==> config.mk <==
export PLATFORM = sky130hd
export DESIGN_NAME = edge_stamp_timer
export DESIGN_NICKNAME = d
export VERILOG_FILES = /design/src/rtl/edge_stamp_pkg.sv /design/src/rtl/es_period_counter.sv /design/src/rtl/es_edge_detect.sv /design/src/rtl/es_capture_fifo.sv /design/src/rtl/es_irq_gen.sv /design/src/rtl/edge_stamp_timer.sv
export SDC_FILE = /design/constraint.sdc
export NUM_CORES = 1
export LEC_CHECK = 0
export ABC_CLOCK_PERIOD_IN_PS = 2200
export BUFFER_PORTS_ARGS = -buffer_cell sky130_fd_sc_hd__buf_4
export CAP_MARGIN = 20
export CORE_MARGIN = 3
export CORE_UTILIZATION = 58
export CTS_CLUSTER_SIZE = 24
export DETAILED_ROUTE_END_ITERATION = 12
export PLACE_DENSITY = 0.8
export SYNTH_ARGS = -nofsm -noshare
export SYNTH_HDL_FRONTEND = slang
export SYNTH_SLANG_ARGS = --single-unit
==> constraint.sdc <==
create_clock -name clk -period 2.2 [get_ports clk]
set_input_delay 0.22 -clock clk [delete_from_list [all_inputs] [get_ports clk]]
set_output_delay 0.22 -clock clk [all_outputs]
set_load 0.01 [all_outputs]
==> src/rtl/edge_stamp_pkg.sv <==
package edge_stamp_pkg;
  typedef enum logic [1:0] {
    CAP_RISE = 2'b00,
    CAP_FALL = 2'b01,
    CAP_BOTH = 2'b10,
    CAP_OFF  = 2'b11
  } cap_mode_e;
endpackage

==> src/rtl/es_period_counter.sv <==
module es_period_counter #(
  parameter int CNT_W = 16
) (
  input  logic             clk,
  input  logic             rst,
  input  logic [CNT_W-1:0] period,
  output logic [CNT_W-1:0] count
);
  always_ff @(posedge clk) begin
    if (rst) begin
      count <= '0;
    end else if (count >= period) begin
      count <= '0;
    end else begin
      count <= count + 1'b1;
    end
  end
endmodule

==> src/rtl/es_edge_detect.sv <==
module es_edge_detect
  import edge_stamp_pkg::*;
(
  input  logic      clk,
  input  logic      rst,
  input  logic      sig_in,
  input  cap_mode_e mode,
  output logic      cap_stb
);
  logic sync_a, sync_b, prev_b;
  logic rise, fall;

  always_ff @(posedge clk) begin
    if (rst) begin
      sync_a <= 1'b0;
      sync_b <= 1'b0;
      prev_b <= 1'b0;
    end else begin
      sync_a <= sig_in;
      sync_b <= sync_a;
      prev_b <= sync_b;
    end
  end

  assign rise = sync_b & ~prev_b;
  assign fall = ~sync_b & prev_b;

  always_comb begin
    case (mode)
      CAP_RISE: cap_stb = rise;
      CAP_FALL: cap_stb = fall;
      CAP_BOTH: cap_stb = rise | fall;
      default:  cap_stb = 1'b0;
    endcase
  end
endmodule

==> src/rtl/es_capture_fifo.sv <==
module es_capture_fifo #(
  parameter int W     = 16,
  parameter int DEPTH = 4,
  parameter int PTR_W = $clog2(DEPTH)
) (
  input  logic           clk,
  input  logic           rst,
  input  logic           push,
  input  logic [W-1:0]   push_data,
  input  logic           pop,
  output logic [W-1:0]   rd_data,
  output logic           empty,
  output logic           full,
  output logic [PTR_W:0] level,
  output logic           drop
);
  logic [W-1:0]   mem [DEPTH];
  logic [PTR_W:0] wr_ptr, rd_ptr;
  logic           push_ok, pop_ok;

  assign level   = wr_ptr - rd_ptr;
  assign empty   = (wr_ptr == rd_ptr);
  assign full    = (wr_ptr[PTR_W] != rd_ptr[PTR_W]) &&
                   (wr_ptr[PTR_W-1:0] == rd_ptr[PTR_W-1:0]);
  assign pop_ok  = pop & ~empty;
  assign push_ok = push & (~full | pop_ok);
  assign drop    = push & full & ~pop_ok;

  always_ff @(posedge clk) begin
    if (push_ok) mem[wr_ptr[PTR_W-1:0]] <= push_data;
  end

  always_ff @(posedge clk) begin
    if (rst) begin
      wr_ptr  <= '0;
      rd_ptr  <= '0;
      rd_data <= '0;
    end else begin
      if (push_ok) wr_ptr <= wr_ptr + 1'b1;
      if (pop) begin
        if (pop_ok) begin
          rd_data <= mem[rd_ptr[PTR_W-1:0]];
          rd_ptr  <= rd_ptr + 1'b1;
        end else begin
          rd_data <= '0;
        end
      end
    end
  end
endmodule

==> src/rtl/es_irq_gen.sv <==
module es_irq_gen #(
  parameter int N_W = 3
) (
  input  logic           clk,
  input  logic           rst,
  input  logic           stb,
  input  logic [N_W-1:0] per_irq,
  input  logic           clr,
  output logic           irq
);
  logic [N_W-1:0] evt_q;
  logic [N_W-1:0] eff_n;
  logic [N_W:0]   evt_next;
  logic           fire;

  assign eff_n    = (per_irq == '0) ? N_W'(1) : per_irq;
  assign evt_next = {1'b0, evt_q} + 1'b1;
  assign fire     = stb && (evt_next >= {1'b0, eff_n});

  always_ff @(posedge clk) begin
    if (rst) begin
      evt_q <= '0;
      irq   <= 1'b0;
    end else begin
      if (stb) evt_q <= fire ? '0 : evt_next[N_W-1:0];
      if (fire)     irq <= 1'b1;
      else if (clr) irq <= 1'b0;
    end
  end
endmodule

==> src/rtl/edge_stamp_timer.sv <==
module edge_stamp_timer
  import edge_stamp_pkg::*;
#(
  parameter int CNT_W      = 16,
  parameter int FIFO_DEPTH = 4,
  parameter int LVL_W      = $clog2(FIFO_DEPTH) + 1,
  parameter int N_W        = $clog2(FIFO_DEPTH) + 1
) (
  input  logic             clk,
  input  logic             rst,
  input  logic             cap_in,
  input  logic [CNT_W-1:0] cfg_period,
  input  logic [1:0]       cfg_mode,
  input  logic [N_W-1:0]   cfg_per_irq,
  input  logic             rd_pop,
  input  logic             irq_clr,
  input  logic             ovf_clr,
  output logic [CNT_W-1:0] rd_data,
  output logic             fifo_empty,
  output logic             fifo_full,
  output logic [LVL_W-1:0] fifo_level,
  output logic             overflow,
  output logic             irq
);
  logic [CNT_W-1:0] cnt_q;
  logic             cap_stb;
  logic             drop;
  cap_mode_e        mode_e;

  assign mode_e = cap_mode_e'(cfg_mode);

  es_period_counter #(.CNT_W(CNT_W)) u_cnt (
    .clk(clk), .rst(rst), .period(cfg_period), .count(cnt_q)
  );

  es_edge_detect u_edge (
    .clk(clk), .rst(rst), .sig_in(cap_in), .mode(mode_e), .cap_stb(cap_stb)
  );

  es_capture_fifo #(.W(CNT_W), .DEPTH(FIFO_DEPTH)) u_fifo (
    .clk(clk), .rst(rst), .push(cap_stb), .push_data(cnt_q), .pop(rd_pop),
    .rd_data(rd_data), .empty(fifo_empty), .full(fifo_full),
    .level(fifo_level), .drop(drop)
  );

  es_irq_gen #(.N_W(N_W)) u_irq (
    .clk(clk), .rst(rst), .stb(cap_stb), .per_irq(cfg_per_irq),
    .clr(irq_clr), .irq(irq)
  );

  always_ff @(posedge clk) begin
    if (rst)          overflow <= 1'b0;
    else if (drop)    overflow <= 1'b1;
    else if (ovf_clr) overflow <= 1'b0;
  end
endmodule

==> impl_metrics.py <==
metrics = {
    "status": {
        "status": "complete, no violations",
    },
    "cells_and_area": {
        "n_fill_cell": 561,
        "fin_util_pct": 71.4,
        "insertedDiodeCount": 0,
        "area_growth_pct": 16.3,
        "final_nets": 488,
        "drive_gt1_share_pct": 26.9,
        "seqCellArea_sq_mm": 0.00288,
        "multi_input_area_sq_mm": 0.00182,
    },
    "logic_synthesis": {
        "synth_flop_cell": "edfxtp_1",
        "synth.distinct_cells": 44,
        "avgSynthCellArea_sq_um": 13.4,
        "yosys.area.top_type_share_pct": 39.5,
        "ys_warn_count": 0,
        "syn_nets": 422,
        "synth-async-reset-ratio_pct": 0,
        "synth-seq-cells": 112,
        "synthTopCellsByArea": "edfxtp_1, dfxtp_1, ha_1",
        "seq_area_frac_synth_pct": 59.2,
        "post-synth-top-count-cell": "edfxtp_1",
        "syn_inst": 364,
        "synth_edf_count": 64,
        "yosys.area.top_type": "edfxtp_1",
        "yosys-top-cells-count": "edfxtp_1, dfxtp_1, nor2_1",
        "synthesis.area_sq_mm": 0.00487,
    },
    "die": {
        "die_y_um": 97.6,
        "rows": 32,
        "die_area_sq_mm": 0.00953,
        "initial_core_util_pct": 61.4,
        "fp.coreArea_sq_mm": 0.00793,
        "ios": 50,
        "die_w_um": 97.6,
    },
    "clock_network": {
        "htreeDepth": 3,
        "cts_hold_buf": 0,
        "cts_root_buffer": "clkbuf_8",
        "cts_tree": "yes",
        "cts.sinks": 112,
        "cts.path.max_buffers": 2,
        "cts_made_buffers": 9,
        "cts_resized": 0,
        "clk_latency_ns": 0.36,
        "clk_pin_slew_ns": 0.12,
        "postCtsSetupBuffers": 0,
    },
    "placement": {
        "place_congestion": 0.767,
        "hpwlAfterDp_um": 6090,
        "portBuffers": 49,
    },
    "critical_path": {
        "arrival_ns": 2.35,
        "required_ns": 2.49,
        "crit_path_start_kind": "flop",
        "critical_path_class": "reg2reg",
        "r2r_cells": 6,
        "cp-end-kind": "flop",
        "worst-path-max-fanout": 16,
    },
    "timing": {
        "maxSlewViolCount": 0,
        "finalCritPeriodShare_pct": 93.6,
        "hold_viol": 0,
        "setup_violations": 0,
        "max-slew-margin-rel_pct": 47.1,
        "fin_skew_ns": 0.0181,
        "worst_pin_slew_ns": 0.790,
        "rsz0062_at_grt": "false",
        "max_freq_ghz": 0.486,
        "layout_min_cycle_time_ns": 2.06,
        "setup_tns_ns": 0,
    },
    "pwr": {
        "p_leak_nw": 2.22,
        "power_mw": 3.82,
        "power.density_mw_per_mm2": 675,
        "vdd_drop_max_mv": 0.378,
    },
    "flow_run": {
        "cap_violations": 0,
    },
    "grt": {
        "grt_overflow_total": 0,
        "grt_pass1_wl_um": 13900,
        "antenna_found_initial": 0,
        "grt_pass1_vias": 2871,
        "grt_usage_pct": 18.5,
        "grt_max_degree": 32,
    },
    "drt": {
        "ant_nets": 0,
        "drt_iter0_drc": 190,
        "routed_wl_um": 8500,
        "dr.pass1.iters": 4,
        "post-route-drc-count": 0,
        "vias": 2927,
        "wl_per_cell_um": 15.8,
        "viasPerCell": 5.45,
    },
    "hold_path": {
        "min_path_cells": 2,
        "hp-class": "in2reg",
    },
}
## through the flow
stage	hold WS, ns	cell area, sq um	std cells	setup WS, ns
after global placement	0.431	5480	521	0.250
after CTS	0.0599	5660	537	0.149
after floorplan	0.348	4870	364	0.171
after global routing	0.0712	5660	537	0.0379
after detailed placement	0.458	5480	521	0.196
final	0.0760	5660	537	0.141
## cell families (layout without fill, tap and decap cells)
family | Yosys count | after routing | synth area share [%]
xor+xnor | 22 | 22 | 4.11
fa+ha+maj | 31 | 31 | 8.12
mux | 18 | 18 | 7.91
compound gates | 42 | 42 | 6.27
simple gates | 100 | 100 | 10.9
flops | 112 | 112 | 59.2
buf+inv | 39 | 110 | 3.49
## layout by cell type, fill, tap and decap left out, types with 2 or more instances in the layout
cell type | synthesis | layout
ha_1 | 30 | 30
nand4_1 | 3 | 3
nor2b_1 | 8 | 8
and2_1 | 4 | 4
nor2_4 | 7 | 7
nor2_2 | 3 | 3
o21ai_0 | 3 | 3
a22oi_1 | 16 | 16
mux4_2 | 16 | 16
a211oi_1 | 2 | 2
nor3_2 | 4 | 4
edfxtp_1 | 64 | 64
a21oi_1 | 10 | 10
inv_1 | 27 | 27
nor2_1 | 39 | 39
nand2_1 | 16 | 16
and3_1 | 2 | 2
buf_12 | 0 | 4
xnor2_1 | 9 | 9
dfxtp_1 | 48 | 48
inv_8 | 0 | 3
xor2_1 | 12 | 12
nand3_1 | 8 | 8
clkbuf_8 | 0 | 9
buf_4 | 0 | 62
a31oi_1 | 3 | 3
nand2b_1 | 3 | 3
## power by group
part           switching, mW  leakage, nW  total (mW)  internal, mW
combinational          0.199         1.14       0.405         0.206
clock                  0.709       0.0928        1.15         0.443
sequential            0.0258        0.982        2.26          2.24
total                  0.934         2.22        3.82          2.89
## worst max-delay path, stage by stage (launching register included)
cell and delay [ns]:
dfxtp_1 0.48, ha_1 0.29, nor2b_1 0.13, o211a_1 0.22, o311ai_2 0.33, o211ai_4 0.33, nor2_1 0.19
## metal layers
layer / up-vias / part of all wire [%] / global-route usage (%)
met1: 1413 / 45 / 25.1
li1: 1435 / - / -
met3: 14 / 3.8 / 2.80
met5: - / 0 / 0
met4: 0 / 1.9 / 7.35
met2: 65 / 50 / 30.2
## cell type report
cell class	instances	area share, %
flip-flops and latches	112	50.9
inverters	28	1.86
multi-input cells	213	32.1
well taps	102	2.25
repair buffers	66	9.63
clock inverters	6	1.04
clock buffers	10	2.25
## sequential cells by signal, indices dropped and copies added, names as in the netlist, named ones only
signal	cells
overflow	1
u_fifo.mem	64
u_fifo.wr_ptr	3
u_irq.irq	1
u_cnt.count	16
u_edge.prev_b	1
u_edge.sync_a	1
u_fifo.rd_data	16
u_edge.sync_b	1
u_irq.evt_q	3
u_fifo.rd_ptr	3
## final timing paths
path,start,to,slack [ns]
max reg2reg,u_cnt.count[1],u_cnt.count[15],0.14
min,cap_in,u_edge.sync_a,0.08
min reg2reg,u_edge.sync_a,u_edge.sync_b,0.47
max,u_cnt.count[1],u_cnt.count[15],0.14
Power figures use the tool's default switching activity.
